==> src/rtl/spi_cmd_pkg.sv <==
package spi_cmd_pkg;

  localparam logic [7:0] CMD_PROG = 8'h04;
  localparam logic [7:0] CMD_WRSR = 8'h20;
  localparam logic [7:0] CMD_RDSR = 8'h02;

  typedef enum logic [1:0] {
    XF_NONE = 2'd0,
    XF_PROG = 2'd1,
    XF_WRSR = 2'd2,
    XF_RDSR = 2'd3
  } xfer_kind_t;

  typedef enum logic [1:0] {
    ST_IDLE  = 2'd0,
    ST_LEAD  = 2'd1,
    ST_SHIFT = 2'd2,
    ST_TRAIL = 2'd3
  } seq_state_t;

endpackage

==> src/rtl/spi_cmd_regs.sv <==
module spi_cmd_regs #(
  parameter int NUM_PRG = 6,
  parameter int CNT_W   = 8,
  localparam int PRG_IDX_W = $clog2(NUM_PRG)
) (
  input  logic                   clk,
  input  logic                   rst_n,
  input  logic                   prg_we,
  input  logic [PRG_IDX_W-1:0]   prg_idx,
  input  logic [7:0]             prg_wdata,
  input  logic                   cnt_we,
  input  logic [CNT_W-1:0]       cnt_wdata,
  output logic [8*NUM_PRG-1:0]   prg_flat,
  output logic [CNT_W-1:0]       cnt_q
);

  // one byte register per transmit slot, each with its own enable
  for (genvar g = 0; g < NUM_PRG; g++) begin : g_prg
    logic       en;
    logic [7:0] byte_q;

    assign en = prg_we && (prg_idx == PRG_IDX_W'(g));

    always_ff @(posedge clk or negedge rst_n) begin
      if (!rst_n) begin
        byte_q <= '0;
      end else if (en) begin
        byte_q <= prg_wdata;
      end
    end

    assign prg_flat[8*g +: 8] = byte_q;
  end

  always_ff @(posedge clk or negedge rst_n) begin
    if (!rst_n) begin
      cnt_q <= '0;
    end else if (cnt_we) begin
      cnt_q <= cnt_wdata;
    end
  end

endmodule

==> src/rtl/spi_cmd_seq.sv <==
module spi_cmd_seq
  import spi_cmd_pkg::*;
#(
  parameter int         NUM_PRG     = 6,
  parameter int         CNT_W       = 8,
  parameter int         SCK_HALF    = 2,
  parameter logic [7:0] RDSR_OPCODE = 8'h05,
  localparam int MAX_BITS = (NUM_PRG + 1) * 8,
  localparam int NB_W     = $clog2(MAX_BITS + 1),
  localparam int HC_W     = (SCK_HALF > 1) ? $clog2(SCK_HALF) : 1
) (
  input  logic                  clk,
  input  logic                  rst_n,
  input  logic                  cmd_we,
  input  logic [7:0]            cmd_code,
  input  logic [8*NUM_PRG-1:0]  prg_flat,
  input  logic [CNT_W-1:0]      cnt_q,
  input  logic                  miso,
  output logic                  sck,
  output logic                  cs_n,
  output logic                  mosi,
  output logic                  busy,
  output logic                  done,
  output xfer_kind_t            done_kind,
  output logic [MAX_BITS-1:0]   rx_vec
);

  seq_state_t            state_q, state_d;
  xfer_kind_t            kind_q, kind_d;
  xfer_kind_t            dkind_q, dkind_d;
  logic [MAX_BITS-1:0]   tx_q, tx_d;
  logic [MAX_BITS-1:0]   rx_q, rx_d;
  logic [NB_W-1:0]       bits_q, bits_d;
  logic [HC_W-1:0]       half_q, half_d;
  logic                  sck_q, sck_d;
  logic                  cs_n_q, cs_n_d;
  logic                  mosi_q, mosi_d;
  logic                  done_q, done_d;

  // command decode and transmit snapshot
  logic [NB_W-1:0]       eff_cnt;
  xfer_kind_t            start_kind;
  logic [MAX_BITS-1:0]   start_vec;
  logic [NB_W-1:0]       start_bits;
  logic                  half_end;

  always_comb begin
    if (cnt_q > CNT_W'(MAX_BITS)) begin
      eff_cnt = NB_W'(MAX_BITS);
    end else begin
      eff_cnt = cnt_q[NB_W-1:0];
    end
  end

  always_comb begin
    start_kind = XF_NONE;
    start_vec  = '0;
    start_bits = '0;
    if (cmd_we && (state_q == ST_IDLE)) begin
      unique case (cmd_code)
        CMD_PROG: begin
          if (eff_cnt != '0) begin
            start_kind = XF_PROG;
            start_vec  = {prg_flat, 8'h00};
            start_bits = eff_cnt;
          end
        end
        CMD_WRSR: begin
          start_kind = XF_WRSR;
          start_vec  = {prg_flat[8*NUM_PRG-1 -: 8], {(MAX_BITS-8){1'b0}}};
          start_bits = NB_W'(8);
        end
        CMD_RDSR: begin
          start_kind = XF_RDSR;
          start_vec  = {RDSR_OPCODE, {(MAX_BITS-8){1'b0}}};
          start_bits = NB_W'(16);
        end
        default: start_kind = XF_NONE;
      endcase
    end
  end

  assign half_end = (half_q == HC_W'(SCK_HALF - 1));

  // next-state logic
  always_comb begin
    state_d = state_q;
    kind_d  = kind_q;
    dkind_d = dkind_q;
    tx_d    = tx_q;
    rx_d    = rx_q;
    bits_d  = bits_q;
    half_d  = half_q;
    sck_d   = sck_q;
    cs_n_d  = cs_n_q;
    mosi_d  = mosi_q;
    done_d  = 1'b0;

    unique case (state_q)
      ST_IDLE: begin
        if (start_kind != XF_NONE) begin
          state_d = ST_LEAD;
          kind_d  = start_kind;
          tx_d    = start_vec;
          rx_d    = '0;
          bits_d  = start_bits;
          half_d  = '0;
          cs_n_d  = 1'b0;
          mosi_d  = start_vec[MAX_BITS-1];
        end
      end
      ST_LEAD: begin
        state_d = ST_SHIFT;
        half_d  = '0;
      end
      ST_SHIFT: begin
        if (!sck_q) begin
          if (half_end) begin
            sck_d  = 1'b1;
            half_d = '0;
            rx_d   = {rx_q[MAX_BITS-2:0], miso};
          end else begin
            half_d = half_q + HC_W'(1);
          end
        end else begin
          if (half_end) begin
            sck_d  = 1'b0;
            half_d = '0;
            if (bits_q == NB_W'(1)) begin
              state_d = ST_TRAIL;
              mosi_d  = 1'b0;
            end else begin
              bits_d = bits_q - NB_W'(1);
              tx_d   = {tx_q[MAX_BITS-2:0], 1'b0};
              mosi_d = tx_q[MAX_BITS-2];
            end
          end else begin
            half_d = half_q + HC_W'(1);
          end
        end
      end
      ST_TRAIL: begin
        state_d = ST_IDLE;
        cs_n_d  = 1'b1;
        done_d  = 1'b1;
        dkind_d = kind_q;
        kind_d  = XF_NONE;
      end
      default: state_d = ST_IDLE;
    endcase
  end

  // state registers
  always_ff @(posedge clk or negedge rst_n) begin
    if (!rst_n) begin
      state_q <= ST_IDLE;
      kind_q  <= XF_NONE;
      dkind_q <= XF_NONE;
      tx_q    <= '0;
      rx_q    <= '0;
      bits_q  <= '0;
      half_q  <= '0;
      sck_q   <= 1'b0;
      cs_n_q  <= 1'b1;
      mosi_q  <= 1'b0;
      done_q  <= 1'b0;
    end else begin
      state_q <= state_d;
      kind_q  <= kind_d;
      dkind_q <= dkind_d;
      tx_q    <= tx_d;
      rx_q    <= rx_d;
      bits_q  <= bits_d;
      half_q  <= half_d;
      sck_q   <= sck_d;
      cs_n_q  <= cs_n_d;
      mosi_q  <= mosi_d;
      done_q  <= done_d;
    end
  end

  assign sck       = sck_q;
  assign cs_n      = cs_n_q;
  assign mosi      = mosi_q;
  assign busy      = (state_q != ST_IDLE);
  assign done      = done_q;
  assign done_kind = dkind_q;
  assign rx_vec    = rx_q;

  AST_SCK_IDLE_LOW: assert property (@(posedge clk) disable iff (!rst_n)
    cs_n_q |-> !sck_q);

  AST_MOSI_HELD_HIGH: assert property (@(posedge clk) disable iff (!rst_n)
    (sck_q && !cs_n_q) |-> $stable(mosi_q));

  AST_LEAD_CLOCK: assert property (@(posedge clk) disable iff (!rst_n)
    $fell(cs_n_q) |=> (!cs_n_q && !sck_q));

  AST_BITS_IN_RANGE: assert property (@(posedge clk) disable iff (!rst_n)
    (state_q == ST_SHIFT) |-> (bits_q != '0 && bits_q <= NB_W'(MAX_BITS)));

  AST_BUSY_HOLDS: assert property (@(posedge clk) disable iff (!rst_n)
    (busy && cmd_we && state_q != ST_TRAIL) |=> busy);

  AST_CS_RISE_DONE: assert property (@(posedge clk) disable iff (!rst_n)
    $rose(cs_n_q) |-> done_q);

endmodule

==> src/rtl/spi_cmd_rxbank.sv <==
module spi_cmd_rxbank
  import spi_cmd_pkg::*;
#(
  parameter int NUM_PRG = 6,
  localparam int SH_BYTES = NUM_PRG + 1,
  localparam int MAX_BITS = 8 * SH_BYTES,
  localparam int SH_IDX_W = $clog2(SH_BYTES)
) (
  input  logic                  clk,
  input  logic                  rst_n,
  input  logic                  done,
  input  xfer_kind_t            done_kind,
  input  logic [MAX_BITS-1:0]   rx_vec,
  input  logic [SH_IDX_W-1:0]   rd_idx,
  output logic [7:0]            rd_data,
  output logic [7:0]            status
);

  logic                 cap_prog;
  logic                 cap_stat;
  logic [MAX_BITS-1:0]  bank_flat;

  assign cap_prog = done && (done_kind == XF_PROG);
  assign cap_stat = done && (done_kind == XF_RDSR);

  for (genvar g = 0; g < SH_BYTES; g++) begin : g_bank
    logic [7:0] byte_q;

    always_ff @(posedge clk or negedge rst_n) begin
      if (!rst_n) begin
        byte_q <= '0;
      end else if (cap_prog) begin
        byte_q <= rx_vec[8*g +: 8];
      end
    end

    assign bank_flat[8*g +: 8] = byte_q;
  end

  always_ff @(posedge clk or negedge rst_n) begin
    if (!rst_n) begin
      status <= '0;
    end else if (cap_stat) begin
      status <= rx_vec[7:0];
    end
  end

  always_comb begin
    rd_data = '0;
    for (int k = 0; k < SH_BYTES; k++) begin
      if (rd_idx == SH_IDX_W'(k)) begin
        rd_data = bank_flat[8*k +: 8];
      end
    end
  end

endmodule

==> src/rtl/spi_cmd_shifter.sv <==
module spi_cmd_shifter
  import spi_cmd_pkg::*;
#(
  parameter int         NUM_PRG     = 6,
  parameter int         CNT_W       = 8,
  parameter int         SCK_HALF    = 2,
  parameter logic [7:0] RDSR_OPCODE = 8'h05,
  localparam int PRG_IDX_W = $clog2(NUM_PRG),
  localparam int SH_IDX_W  = $clog2(NUM_PRG + 1),
  localparam int MAX_BITS  = (NUM_PRG + 1) * 8
) (
  input  logic                  clk,
  input  logic                  rst_n,
  input  logic                  prg_we,
  input  logic [PRG_IDX_W-1:0]  prg_idx,
  input  logic [7:0]            prg_wdata,
  input  logic                  cnt_we,
  input  logic [CNT_W-1:0]      cnt_wdata,
  input  logic                  cmd_we,
  input  logic [7:0]            cmd_code,
  output logic                  busy,
  input  logic [SH_IDX_W-1:0]   shreg_idx,
  output logic [7:0]            shreg_data,
  output logic [7:0]            status_byte,
  output logic                  sck,
  output logic                  cs_n,
  output logic                  mosi,
  input  logic                  miso
);

  logic [8*NUM_PRG-1:0]  prg_flat;
  logic [CNT_W-1:0]      cnt_q;
  logic                  done;
  xfer_kind_t            done_kind;
  logic [MAX_BITS-1:0]   rx_vec;

  spi_cmd_regs #(
    .NUM_PRG (NUM_PRG),
    .CNT_W   (CNT_W)
  ) u_regs (
    .clk       (clk),
    .rst_n     (rst_n),
    .prg_we    (prg_we),
    .prg_idx   (prg_idx),
    .prg_wdata (prg_wdata),
    .cnt_we    (cnt_we),
    .cnt_wdata (cnt_wdata),
    .prg_flat  (prg_flat),
    .cnt_q     (cnt_q)
  );

  spi_cmd_seq #(
    .NUM_PRG     (NUM_PRG),
    .CNT_W       (CNT_W),
    .SCK_HALF    (SCK_HALF),
    .RDSR_OPCODE (RDSR_OPCODE)
  ) u_seq (
    .clk       (clk),
    .rst_n     (rst_n),
    .cmd_we    (cmd_we),
    .cmd_code  (cmd_code),
    .prg_flat  (prg_flat),
    .cnt_q     (cnt_q),
    .miso      (miso),
    .sck       (sck),
    .cs_n      (cs_n),
    .mosi      (mosi),
    .busy      (busy),
    .done      (done),
    .done_kind (done_kind),
    .rx_vec    (rx_vec)
  );

  spi_cmd_rxbank #(
    .NUM_PRG (NUM_PRG)
  ) u_rxbank (
    .clk       (clk),
    .rst_n     (rst_n),
    .done      (done),
    .done_kind (done_kind),
    .rx_vec    (rx_vec),
    .rd_idx    (shreg_idx),
    .rd_data   (shreg_data),
    .status    (status_byte)
  );

  AST_DONE_AT_IDLE: assert property (@(posedge clk) disable iff (!rst_n)
    done |-> (!busy && cs_n));

endmodule

==> config.mk <==
export PLATFORM = sky130hd
export DESIGN_NAME = spi_cmd_shifter
export DESIGN_NICKNAME = d
export VERILOG_FILES = /design/src/rtl/spi_cmd_pkg.sv /design/src/rtl/spi_cmd_regs.sv /design/src/rtl/spi_cmd_seq.sv /design/src/rtl/spi_cmd_rxbank.sv /design/src/rtl/spi_cmd_shifter.sv
export SDC_FILE = /design/constraint.sdc
export NUM_CORES = 1
export LEC_CHECK = 0
export ABC_AREA = 1
export BUFFER_PORTS_ARGS = -buffer_cell sky130_fd_sc_hd__buf_2
export CAP_MARGIN = 30
export CORE_MARGIN = 4
export CORE_UTILIZATION = 57
export CTS_CLUSTER_DIAMETER = 80
export DETAILED_ROUTE_END_ITERATION = 10
export PLACE_DENSITY_LB_ADDON = 0.2
export SKIP_CTS_REPAIR_TIMING = 1
export SYNTH_ARGS = -nofsm -noshare
export SYNTH_HDL_FRONTEND = slang
export SYNTH_SLANG_ARGS = --single-unit
==> constraint.sdc <==
create_clock -name clk -period 2.5 [get_ports clk]
set_input_delay 0.5 -clock clk [delete_from_list [all_inputs] [get_ports clk]]
set_output_delay 0.5 -clock clk [all_outputs]
set_load 0.005 [all_outputs]
==> metrics, run 1 <==
DP Wirelength=between 15000 and 20000 µm; highest clock rate=approximately 0.47 GHz; CP max FO=2; number of max-cap violations=0; Worst-path clk slew=60 ps; Die Area=~22000 µm²; Synth area leaders=dfrtp_1 (54%), nand2_1 (19%), nand3_1 (3.8%); Cell Area, Synth=approximately 11000 µm²; Worst Hold Class=in2reg; drt pass-1 iters=8; prevailing post-synth register cell=dfrtp_1; #FFs+latches synth=240; layout cell share with drive strength beyond 1=0.124; largest net degree at the start of global routing=75; top-count cell post-synth=nand2_1; Post-synth ARST share=1.00; crit path DAT=1640 ps; detail-routed net length per standard cell=~15 µm; Vias=8853; initial antenna violation count=0; drt initial violations=between 700 and 800; Clk network pwr share=0.351; worst vdd ir=just over 0.7 mV; post-synth top area share=0.540; total track usage=0.237; P_int=~7.4 mW; outcome=complete, no violations; vias in the first global route=around 8600; Layout area overhead=13.2%; Crit Path Class=reg2out; switching part of the total=0.342; fin. max-slew vios=0; final hold slack=184 ps; Synth top cells by count=nand2_1 (555), dfrtp_1 (239), nand3_1 (84); Antenna diodes=0; total power=~11 mW; Setup-failing EPs final=0; CP Launch Type=flop; CTS Buf Count=25; Layout Skew=just under 7 ps; Final nets=1407; RD Place Congestion=0.872; RSZ-0062 raised after global routing=false; Clock Sinks=between 200 and 250; pwr/cell area=between 900 and 1000 nW/µm²; Clock Path Buffers=3; Synth Net Count=between 1000 and 1500; final hold vios=0; synth warn=0; count of different cell masters after synthesis=31; Yosys top cell by area=dfrtp_1; Final min period=2140 ps; Syn Inst Count=about 1300; Post-synth EDFFs=0; Core Box Area=18900 µm²; Least-Margin Pin Slew=about 800 ps; P_sw=about 3.9 mW; Via-to-Cell Ratio=approximately 5.4; post-synthesis sequential area ratio=0.542; root buf cell=clkbuf_16; Die Wd=147 µm; CTS tree=built; H-tree depth=1; gr ovfl total=0; global-route wire length before repair=43100 µm; Detailed Route WL=25300 µm; Logic pwr share=0.256; final period utilization=0.856; I/O Buffers=55; LEAKAGE=~6.6 nW; syn_area_per_cell=around 8.3 µm²; Setup TNS=0 ps; # rows=50; Final ANT Viol Nets=0; slew margin rel.=0.467; DRC errors left=0; Skew-Pair Late Insertion Delay=about 520 ps; chip height=around 150 µm; Crit. End Element=primary output; Ports=56; Initial Util=0.587; power share of the sequential group=0.393; Crit path required time=about 2000 ps
## power by group through the flow
stage | sequential [mW] | clock [mW] | combinational [mW]
4_1_cts | 4.45 | 4.03 | 2.90
3_3_place_gp | 4.50 | 0 | 2.86
3_5_place_dp | 4.51 | 0 | 2.89
5_1_grt | 4.49 | 4.19 | 3.21
2_1_floorplan | 4.45 | 0 | 2.08
6_report | 4.45 | 3.97 | 2.89
## cells in the final DEF, fill, tap and decap left out, types with 5 or more instances in the layout
master,count
mux2_2,33
clkbuf_16,25
buf_12,10
dfrtp_1,239
o22ai_1,9
nand4_1,13
buf_2,54
nor3_1,12
nand2_1,555
ha_1,6
inv_1,71
a21oi_1,27
clkbuf_8,7
o21ai_0,74
nand3_1,83
buf_4,11
nor2_1,56
inv_2,5
nand3b_1,56
## critical path, cell delays in order (launching register included)
cell,delay [ps]
dfrtp_1,370
inv_1,120
nor2_1,70
nor3_1,270
nand4_1,130
buf_2,150
## logic make-up after synthesis
group / synth area share
DFF: 0.542
xor gates and xnor gates: 0.00237
AOI/OAI and AO/OA: 0.0546
muxes: 0.0335
adders and majority gates: 0.00790
and+or+nand+nor: 0.302
buffers and inverters: 0.0572
## routing by layer
metal  part of all wire  vias to the layer above  routed length (µm)  track usage
met5                  0                        -                   0            0
met1               0.46                     4273               11600        0.344
li1                   -                     4304                   -            -
met2               0.47                      224               12000        0.382
met4              0.029                        0                 727       0.0676
met3              0.040                       52                1020       0.0285
## state kept, by name, indices dropped and copies added (netlist names), 2 cells and up
name	count
u_regs.cnt_q	8
u_seq.bits_q	6
u_seq.done_kind	2
u_rxbank.g_bank.byte_q	56
u_seq.kind_q	2
u_seq.rx_vec	56
u_rxbank.status	8
u_seq.state_q	2
u_regs.g_prg.byte_q	48
u_seq.tx_q	47
## path summary, 6_finish.rpt
| kind | startpoint | cells after the start | slack (ps) | endpoint |
|---|---|---|---|---|
| setup reg to reg | u_seq.state_q[0]$_DFFE_PN0P_ | 11 | 360 | u_seq.tx_q[31]$_DFFE_PN0P_ |
| max in group asynchronous | rst_n | 3 | 1270 | u_rxbank.g_bank[6].byte_q[2]$_DFFE_PN0P_ |
| hold reg to reg | u_seq.tx_q[14]$_DFFE_PN0P_ | 2 | 470 | u_seq.tx_q[14]$_DFFE_PN0P_ |
| hold / removal | cnt_wdata[2] | 3 | 180 | u_regs.cnt_q[2]$_DFFE_PN0P_ |
| min in group asynchronous | rst_n | 2 | 460 | u_rxbank.g_bank[1].byte_q[3]$_DFFE_PN0P_ |
| setup / recovery | u_rxbank.g_bank[2].byte_q[1]$_DFFE_PN0P_ | 5 | 360 | shreg_data[1] |
## through the flow
stage          cell area, µm²   util  setup WS (ps)  cells
2_1_floorplan           11100      -            730   1328
3_3_place_gp            11700  0.617            338   1596
3_5_place_dp            11700  0.617            315   1596
4_1_cts                 12500  0.664            337   1641
5_1_grt                 12600  0.664           82.3   1642
6_report                12600  0.664            361   1642
## final cells by class
cell class | count | area, µm²
clock inverter | 9 | 149
timing repair buffer | 77 | 578
fill | 1620 | 6340
inverter | 76 | 285
multi-input combinational | 944 | 4470
sequential | 240 | 6010
clock buffer | 36 | 737
tap | 260 | 325
Note: power is estimated with default switching activity, not from simulation.
==> run 2, diff against run 1 <==
- ABC_AREA: 1 -> default
==> run 2 against run 1 <==
  * Worst setup slack lost 330 ps
  * Sequential cell count is the same
  * Non-clock buffer count grew 24
  * Via count shrank 18%
  * Register-to-register slack lost 180 ps
  * First-iteration DRC count shrank 51%
  * Combinational power grew 22%
==> metrics, run 2 <==
GRT busiest layer=met2; Final min period=2470 ps (+329 ps); Syn Inst Count=920 (-31%); crit path DAT=1970 ps (+330 ps); Layout area overhead=15.8%; R2R Setup Slk=180 ps (-180 ps); Skew-Pair Late Insertion Delay=510 ps (about the same); CTS Buf Count=24 (-4.0%); Compound-Gate Fraction of Synth Area=0.132 (+0.0772); Synth Area in XOR/XNOR=0.00332 (+0.000949); Reg-to-Reg Start=u_seq.state_q[0]$_DFFE_PN0P_; prevailing post-synth register cell=dfrtp_1; worst hold endpoint=u_regs.cnt_q[3]$_DFFE_PN0P_; Die Area=20800 µm² (-4.5%); DRC errors left=0 (unchanged); count of different cell masters after synthesis=55 (+77%); vias in the first global route=7224 (-16%); P_int=8.44 mW (+13%); highest clock rate=0.405 GHz (-13%); Setup TNS=0 ps (unchanged); number of max-cap violations=0 (unchanged); worst vdd ir=0.639 mV (-9.5%); drt pass-1 iters=5 (-3); Cell Area, Synth=10600 µm² (-4.8%); Finished Cell Area=12200 µm² (-2.6%); Clock Path Buffers=3 (unchanged); Crit-path slowest cell=mux4_2; HP Start=cnt_wdata[3]; Vias=7303 (-18%); Crit. End Element=primary output; gr ovfl total=0 (unchanged); Ports=56 (unchanged); post-synthesis sequential area ratio=0.569 (+0.0272); # rows=49 (-2.0%); CP cell instances=mux4_2, mux2i_2, nand2_1, o211a_1, buf_2; Setup-failing EPs final=0 (unchanged); Detailed Route WL=22300 µm (-12%); post-synth top area share=0.567 (+0.0271); pwr/cell area=1020 nW/µm² (+13%); Post-synth EDFFs=0 (unchanged); Worst-path clk slew=60 ps (about the same); CP max FO=2 (unchanged); Post-synth ARST share=1.00 (unchanged); detail-routed net length per standard cell=18.1 µm (+17%); Initial Util=0.584 (-0.00315); power share of the sequential group=0.411 (+0.018); DP Wirelength=13900 µm (-13%); syn_area_per_cell=11.5 µm² (+37%); Clock Sinks=240 (unchanged); Final nets=1028 (-27%); CTS tree=built; Yosys top cell by area=dfrtp_1; largest net degree at the start of global routing=101 (+35%); top-count cell post-synth=dfrtp_1; pre-CTS setup slack=-218 ps (-533 ps); Final ANT Viol Nets=0 (unchanged); post-synthesis adder-cell area fraction=0.00830 (+0.000397); Synth area leaders=dfrtp_1 (57%), mux2_2 (13%), nor2_1 (4.3%); most common cell after layout, fill and taps aside=dfrtp_1; M1 GR Usage=0.306 (-0.0384); drt initial violations=342 (-51%); met3 usage=0.0308 (+0.00224); Core Box Area=18100 µm² (-4.3%); fin. max-slew vios=0 (unchanged); Die Wd=144 µm (-2.3%); Crit Path Class=reg2out; LEAKAGE=5.57 nW (-16%); worst setup margin=31.8 ps (-329 ps); CP Launch Type=flop; RSZ-0062 raised after global routing=true; initial antenna violation count=0 (unchanged); total track usage=0.217 (-0.0200); outcome=complete, no violations; final period utilization=0.987 (+0.132); global-route wire length before repair=36800 µm (-15%); Least-Margin Pin Slew=518 ps (-282 ps); slew margin rel.=0.653 (+0.186); Clk network pwr share=0.305 (-0.046); reg2reg path depth=9 (-2); most frequent cells in the layout=dfrtp_1 (239), mux2_2 (123), nor2_1 (121); #FFs+latches synth=240 (unchanged); area post-placement=11300 µm² (-3.2%); I/O Buffers=55 (unchanged); layout cell share with drive strength beyond 1=0.284 (+0.160); GR met2 Demand/Resource=0.357 (-0.0256); reg2reg end=u_seq.tx_q[47]$_DFFE_PN0P_; post-layout util=0.676 (+0.0117); synth warn=0 (unchanged); Synth Net Count=963 (-30%); Worst Hold Class=in2reg; Synth top cells by count=dfrtp_1 (239), mux2_2 (123), nor2_1 (122); RD Place Congestion=0.831 (-4.6%); Via-to-Cell Ratio=5.93 (+9.9%); Antenna diodes=0 (unchanged); H-tree depth=1 (unchanged); total power=12.5 mW (+10%); switching part of the total=0.322 (-0.0196); final hold vios=0 (unchanged); P_sw=4.01 mW (+3.8%); Layout Skew=6.91 ps (+0.0571 ps); chip height=144 µm (-2.3%); largest family of logic cells by synthesized area=multiplexers; mux contribution to synthesized area=0.156 (+0.122); simple-gate share of the synthesized area=0.0952 (-0.207); Crit path required time=2000 ps (about the same); CP peak stage delay=490 ps (+120 ps); worst hold stages=2 (-1); root buf cell=clkbuf_16; Logic pwr share=0.284 (+0.028)
-- run 2: changes by cell type after synthesis, moves of 11 or more --
cell	before	now
mux2_2	33	123
o21ai_1	0	46
nand3_1	84	7
clkbuf_1	27	45
nor2_1	56	122
nand3b_1	56	1
nand2_1	555	82
buf_2	18	4
a21oi_1	27	10
inv_1	71	12
a221oi_1	0	46
nand4_1	13	2
-- run 2: cells by family (layout without fill, tap and decap cells) --
family                   Yosys count  count (layout)
multiplexers                     139             139
AO/OA/AOI/OAI                    219             219
XOR/XNOR                           4               4
buffers and inverters             74             157
flip-flops                       240             240
adder cells (fa/ha/maj)            7               7
AND/OR/NAND/NOR                  237             237
-- run 2: layer usage --
| metal | vias up | routed length, µm |
|---|---|---|
| li1 | 3429 | - |
| met1 | 3702 | 10200 |
| met2 | 133 | 10900 |
| met3 | 39 | 700 |
| met4 | 0 | 520 |
| met5 | - | 0 |
-- run 2: through the flow --
stage	std cells	hold slack, ps
final	1232	219
after detailed placement	1184	402
after global routing	1232	208
after floorplan	920	204
after CTS	1228	-144
after global placement	1183	399
-- run 2: worst max-delay path: cells and delay by family, from the launching register on --
kind	cells	cell delay (ps)
muxes	2	710
DFF	1	400
AOI/OAI and AO/OA	1	130
buffers and inverters	1	120
and+or+nand+nor	1	90
-- run 2: worst max-delay path by stage --
stage	start	endpoint	slack, ps	cells after the start
5_1_grt	u_rxbank.g_bank[0].byte_q[5]$_DFFE_PN0P_	shreg_data[5]	-30	5
3_3_place_gp	cmd_code[3]	u_seq.tx_q[50]$_DFFE_PN0P_	-150	9
6_report	u_rxbank.g_bank[0].byte_q[5]$_DFFE_PN0P_	shreg_data[5]	30	5
2_1_floorplan	cmd_code[3]	u_seq.bits_q[1]$_DFFE_PN0P_	100	7
3_5_place_dp	cmd_code[3]	u_seq.tx_q[47]$_DFFE_PN0P_	-220	8
4_1_cts	u_rxbank.g_bank[0].byte_q[3]$_DFFE_PN0P_	shreg_data[3]	-90	5
-- run 2: cell type report --
class / instances / area (µm²)
clock inverter: 3 / 90.1
inverter: 12 / 45.0
timing repair buffer: 101 / 782
tap: 229 / 287
multi-input combinational: 606 / 4260
clock buffer: 41 / 756
sequential: 240 / 6010
fill: 1352 / 5860
-- run 2: power groups by stage --
stage / logic [mW] / clock network [mW] / registers, mW
after floorplan: 2.54 / 0 / 5.01
after global placement: 3.29 / 0 / 5.14
after detailed placement: 3.46 / 0 / 5.16
after CTS: 3.46 / 3.87 / 5.10
after global routing: 3.96 / 4.04 / 5.19
final: 3.54 / 3.80 / 5.11
